**src/rtl/perf_cnt_pkg.sv**
```systemverilog
package perf_cnt_pkg;
  typedef enum logic [1:0] {
    KIND_RD_STALL = 2'd0,
    KIND_WR_STALL = 2'd1,
    KIND_RD_LAT   = 2'd2,
    KIND_NONE     = 2'd3
  } cnt_kind_e;

  localparam int NUM_KIND = 3;
endpackage

```
**src/rtl/perf_sat_counter.sv**
```systemverilog
module perf_sat_counter #(
  parameter int CNT_W = 32,
  parameter int INC_W = 8
) (
  input  logic             clk_i,
  input  logic             rst_ni,
  input  logic             en_i,
  input  logic             clr_i,
  input  logic [INC_W-1:0] inc_i,
  output logic [CNT_W-1:0] cnt_o
);
  localparam logic [CNT_W-1:0] CNT_MAX = '1;

  logic [CNT_W-1:0] cnt_q, cnt_d;
  logic [CNT_W:0]   sum;

  always_comb begin
    sum = {1'b0, cnt_q} + (CNT_W+1)'(inc_i);
    if (clr_i)      cnt_d = '0;
    else if (!en_i) cnt_d = cnt_q;
    else if (sum[CNT_W]) cnt_d = CNT_MAX;  // clamp instead of wrap
    else            cnt_d = sum[CNT_W-1:0];
  end

  always_ff @(posedge clk_i or negedge rst_ni) begin
    if (!rst_ni) cnt_q <= '0;
    else         cnt_q <= cnt_d;
  end

  assign cnt_o = cnt_q;

  AST_CLEAR_ON_START: assert property (@(posedge clk_i) disable iff (!rst_ni)
    clr_i |=> cnt_o == '0);
  AST_HOLD_DISABLED: assert property (@(posedge clk_i) disable iff (!rst_ni)
    (!en_i && !clr_i) |=> $stable(cnt_o));
  AST_NO_WRAP: assert property (@(posedge clk_i) disable iff (!rst_ni)
    (en_i && !clr_i && cnt_o == CNT_MAX) |=> cnt_o == CNT_MAX);
  AST_NEVER_DROPS: assert property (@(posedge clk_i) disable iff (!rst_ni)
    !clr_i |=> cnt_o >= $past(cnt_o));
endmodule

```
**src/rtl/perf_grp_counters.sv**
```systemverilog
module perf_grp_counters
  import perf_cnt_pkg::*;
#(
  parameter int CNT_W  = 32,
  parameter int OSTD_W = 8
) (
  input  logic              clk_i,
  input  logic              rst_ni,
  input  logic              en_i,
  input  logic              start_i,
  input  logic              rd_stall_i,
  input  logic              wr_stall_i,
  input  logic [OSTD_W-1:0] rd_ostd_i,
  output logic [CNT_W-1:0]  cnt_o [NUM_KIND]
);
  logic [OSTD_W-1:0] inc [NUM_KIND];

  always_comb begin
    inc[KIND_RD_STALL] = OSTD_W'(rd_stall_i);
    inc[KIND_WR_STALL] = OSTD_W'(wr_stall_i);
    inc[KIND_RD_LAT]   = rd_ostd_i;
  end

  for (genvar k = 0; k < NUM_KIND; k++) begin : g_kind
    perf_sat_counter #(
      .CNT_W (CNT_W),
      .INC_W (OSTD_W)
    ) u_cnt (
      .clk_i  (clk_i),
      .rst_ni (rst_ni),
      .en_i   (en_i),
      .clr_i  (start_i),
      .inc_i  (inc[k]),
      .cnt_o  (cnt_o[k])
    );
  end

  AST_STALL_IDLE: assert property (@(posedge clk_i) disable iff (!rst_ni)
    (!start_i && !rd_stall_i) |=> $stable(cnt_o[KIND_RD_STALL]));
endmodule

```
**src/rtl/perf_layer_counters.sv**
```systemverilog
module perf_layer_counters
  import perf_cnt_pkg::*;
#(
  parameter int NUM_GRP = 2,
  parameter int CNT_W   = 32,
  parameter int OSTD_W  = 8,
  parameter int GRP_W   = (NUM_GRP > 1) ? $clog2(NUM_GRP) : 1
) (
  input  logic                      clk_i,
  input  logic                      rst_ni,
  input  logic                      cnt_en_i,
  input  logic [NUM_GRP-1:0]        grp_start_i,
  input  logic [NUM_GRP-1:0]        rd_stall_i,
  input  logic [NUM_GRP-1:0]        wr_stall_i,
  input  logic [NUM_GRP*OSTD_W-1:0] rd_ostd_i,
  input  logic [GRP_W-1:0]          rd_grp_i,
  input  logic [1:0]                rd_kind_i,
  output logic [CNT_W-1:0]          rd_data_o
);
  logic [CNT_W-1:0] cnt [NUM_GRP][NUM_KIND];

  for (genvar g = 0; g < NUM_GRP; g++) begin : g_grp
    perf_grp_counters #(
      .CNT_W  (CNT_W),
      .OSTD_W (OSTD_W)
    ) u_grp (
      .clk_i      (clk_i),
      .rst_ni     (rst_ni),
      .en_i       (cnt_en_i),
      .start_i    (grp_start_i[g]),
      .rd_stall_i (rd_stall_i[g]),
      .wr_stall_i (wr_stall_i[g]),
      .rd_ostd_i  (rd_ostd_i[g*OSTD_W +: OSTD_W]),
      .cnt_o      (cnt[g])
    );
  end

  always_comb begin
    rd_data_o = '0;
    for (int g = 0; g < NUM_GRP; g++) begin
      for (int k = 0; k < NUM_KIND; k++) begin
        if (int'(rd_grp_i) == g && int'(rd_kind_i) == k) rd_data_o = cnt[g][k];
      end
    end
  end

  AST_START_CLEARS_LAT: assert property (@(posedge clk_i) disable iff (!rst_ni)
    grp_start_i[0] |=> cnt[0][KIND_RD_LAT] == '0);
endmodule

```
**config.mk**
```make
export PLATFORM = sky130hd
export DESIGN_NAME = perf_layer_counters
export DESIGN_NICKNAME = d
export VERILOG_FILES = /design/src/rtl/perf_cnt_pkg.sv /design/src/rtl/perf_sat_counter.sv /design/src/rtl/perf_grp_counters.sv /design/src/rtl/perf_layer_counters.sv
export SDC_FILE = /design/constraint.sdc
export NUM_CORES = 1
export LEC_CHECK = 0
export ABC_AREA = 1
export BUFFER_PORTS_ARGS = -buffer_cell sky130_fd_sc_hd__buf_2
export CAP_MARGIN = 20
export CORE_MARGIN = 2
export CORE_UTILIZATION = 45
export CTS_CLUSTER_DIAMETER = 50
export DETAILED_ROUTE_END_ITERATION = 10
export PLACE_DENSITY_LB_ADDON = 0.05
export SLEW_MARGIN = 20
export SYNTH_ARGS = -nofsm -noshare
export SYNTH_HDL_FRONTEND = slang
export SYNTH_SLANG_ARGS = --single-unit
export TNS_END_PERCENT = 100
```
**constraint.sdc**
```tcl
create_clock -name clk_i -period 2.2 [get_ports clk_i]
set_clock_uncertainty 0.15 [all_clocks]
set_input_delay 0.44 -clock clk_i [delete_from_list [all_inputs] [get_ports clk_i]]
set_output_delay 0.44 -clock clk_i [all_outputs]
set_load 0.02 [all_outputs]
```
==> metrics <==
fraction of power consumed by combinational cells 0.162; global-route wire length before repair 93.0 mm; Sequential Area 4820 um^2; gr usage total 0.343; gp weighted congestion 1.02; CTS buffer count 17; most frequently used flop master after synthesis dfrtp_1; via density per instance 5.57; register area share after synthesis 0.320; type of origin of the critical path primary input; total congestion overflow after global routing 0; Nets 2712; net switching power of the design 0.00240 W; number of cell rows 66; cell class contributing the biggest share of worst-path delay buffers and inverters; number of maximum-capacitance constraint violations 0; number of buffers added on ports 59; number of antenna violations at the first check in global routing 0; relative contribution of sequential cells to total power 0.423; root buffer cell clkbuf_16; horizontal extent of the die 187 um; cell taking the most area after synthesis dfrtp_1; setup repair after global routing missed its margin yes; critical path, cell by cell buf_8 -> buf_6 -> nor2_4 -> nand2_4 -> buf_8 -> buf_8 -> o22ai_4 -> a21oi_2 -> o2111ai_2 -> buf_6; Synth Net Count 2428; Antenna Nets Post-Route 0; endpoints failing setup 32; multi-input gate area in the final layout 10200 um^2; critical setup path kind in2out; die height 187 um; signal arrival time at the worst endpoint 1.77 ns; count of H-tree levels built during CTS 4; initial standard-cell utilization of the core 0.459; drt first-iter violations 1577; Max Fanout on Critical Path 5; number of endpoints with negative hold slack in the final report 0; Synth Register Bits 192; cell internal power dissipation 0.00619 W; final routed wire length divided by cell count 19.9 um; main area contributors after synthesis dfrtp_1 32%, nand2_1 22%, nand3_1 8.4%, inv_1 6.9%, o21ai_0 4.9%; Min-Delay Path Class in2reg; maximum number of pins on one net before global-route repair 97; Detailed Place HPWL 45.6 mm; critical-path cell with the highest stage delay o22ai_4; violations in the final reports negative setup slack; synthesized instance count 2374; highest cell delay on the worst timing path 0.24 ns; CTS tree yes; Max clock buf depth 2; Syn-to-layout area delta 36.0%; Clk network pwr share 0.414; DRC violation count after routing 0; number of warnings reported in the yosys synthesis log 0; total I/O pin count 60; peak supply drop 573 uV; Slew @ Worst Pin 0.530 ns; area of the mapped netlist 15000 um^2; number of iterations in the first detailed-routing pass 5; share of final-layout standard cells stronger than drive strength 1 0.253; post-synthesis area per instance 6.33 um^2; total routed wirelength 62.0 mm; most frequent CP cell buf_8; Synth cell types 47; CTS clock-pin slew for the worst setup and hold paths 0.07 ns; setup slack after layout -0.164 ns; number of vias after detailed routing 17345; number of buffers and inverters on the critical path 5; Worst slew margin 0.647; Total Die Area 34900 um^2; number of filler instances in the final layout 3035; max reg flops 192; number of global-route vias before repair 15898; required time worst endpoint 1.61 ns; clock sink count 192; switching portion of total power 0.279; final max-slew violation count 0; power density relative to cell area 420 nW/um^2; share of the clock period used by the worst path after layout 1.07; result of the run finished with violations; Clk Latency, worst-skew pair 0.46 ns; number of inserted diodes 0; share of flip-flops with an asynchronous set or reset after synthesis 1.00; summed area of non-filler cells in the final layout 20400 um^2; proportion of netlist area held by the largest area contributor 0.320; Fmax achieved 0.423 GHz; number of flops mapped to enable cells by yosys 0; setup slack at placement -0.737 ns; placed standard-cell area 17300 um^2; Tmin final 2.36 ns; cell with the most instances after synthesis nand2_1; static leakage 9.74 nW; category of the worst setup path capture point output pin; top cells by count, synth 864 x nand2_1, 276 x inv_1, 253 x nand3_1; core region area 32700 um^2
==> final timing paths <==
kind	from	endpoint	slack, ns	cells past startpoint
setup / recovery	rd_kind_i[1]	rd_data_o[5]	-0.16	10
hold / removal	rd_stall_i[1]	g_grp[1].u_grp.g_kind[0].u_cnt.cnt_o[0]$_DFFE_PN0P_	0.19	4
setup reg to reg	g_grp[0].u_grp.g_kind[2].u_cnt.cnt_o[0]$_DFFE_PN0P_	g_grp[0].u_grp.g_kind[2].u_cnt.cnt_o[28]$_DFFE_PN0P_	0.06	11
hold reg to reg	g_grp[0].u_grp.g_kind[1].u_cnt.cnt_o[27]$_DFFE_PN0P_	g_grp[0].u_grp.g_kind[1].u_cnt.cnt_o[27]$_DFFE_PN0P_	0.41	2
max in group asynchronous	rst_ni	g_grp[0].u_grp.g_kind[0].u_cnt.cnt_o[14]$_DFFE_PN0P_	0.86	3
min in group asynchronous	rst_ni	g_grp[0].u_grp.g_kind[0].u_cnt.cnt_o[20]$_DFFE_PN0P_	0.33	2
==> stage by stage <==
step                instances  setup TNS, ns   util  hold slack (ns)  total power [W]
floorplan                2374              0      -         -0.00559          0.00423
global placement         3017         -33.08  0.530            0.238          0.00480
detailed placement       3017         -36.39  0.530            0.238          0.00481
CTS                      3078          -2.48  0.588            0.163          0.00849
global route             3113          -4.70  0.625            0.183          0.00893
finish                   3113          -3.32  0.625            0.189          0.00859
==> repair_timing <==
item / in CTS / in global routing
cloned: 2 / 7
hold buffers: 1 / 0
endpoints found under the hold margin: 39 / 0
gates resized for setup: 263 / 209
pin swaps: 29 / 49
endpoints found under the setup margin: 74 / 191
setup buffers: 38 / 32
==> cell usage in the layout (no fill, tap or decap), types with 12 or more instances in the layout <==
cell type and n:
xor2_1 44, inv_2 49, a21oi_1 12, nand3b_1 12, nand3_1 223, dfrtp_2 13, nand2_1 819, buf_2 23
buf_8 14, nor3_1 61, xnor2_1 14, dfrtp_1 179, nand2_2 37, o22ai_4 22, o21ai_1 50, nand2_4 16
a21oi_2 16, nor2_1 158, inv_1 225, o21ai_0 127, buf_12 19, buf_4 226, ha_1 13, nor2_4 17
buf_6 53, nand4_1 37, nand3_2 28, clkbuf_16 21
==> final cells by class <==
type                       count  area share
clock buffer                  20      0.0214
sequential                   192       0.236
multi-input combinational   1823       0.500
clock inverter                12      0.0102
timing repair buffer         340       0.152
tap                          442      0.0271
inverter                     284      0.0539
==> layer usage <==
metal	vias to the layer above	global-route usage	part of all wire
met5	-	0	0
met2	644	0.535	0.44
met3	152	0.0623	0.074
met4	0	0.144	0.051
li1	8285	-	-
met1	8264	0.467	0.43
==> worst reg2reg max path, cell delays in order (launching register included) <==
cell     delay [ns]
dfrtp_1        0.38
ha_2           0.18
fa_2           0.35
nand3_2        0.10
nand3_4        0.10
nand2_2        0.09
nand3_2        0.08
nand4_1        0.19
buf_6          0.19
nand3_1        0.08
nand2_1        0.06
o21ai_1        0.07
==> logic make-up (layout without fill, tap and decap cells) <==
logic type | after synthesis | in the layout | synth area share
adder cells (fa/ha/maj) | 26 | 26 | 0.0227
AO/OA/AOI/OAI | 278 | 278 | 0.104
flip-flops | 192 | 192 | 0.320
XOR/XNOR | 58 | 58 | 0.0338
AND/OR/NAND/NOR | 1459 | 1461 | 0.423
buffers and inverters | 361 | 656 | 0.0961
==> power groups by stage <==
stage,combinational (W),sequential [W],clock [W]
floorplan,0.000547,0.00368,0
global placement,0.00111,0.00369,0
detailed placement,0.00112,0.00369,0
CTS,0.00124,0.00363,0.00362
global route,0.00152,0.00364,0.00377
finish,0.00140,0.00364,0.00356
Power figures use the tool's default switching activity.
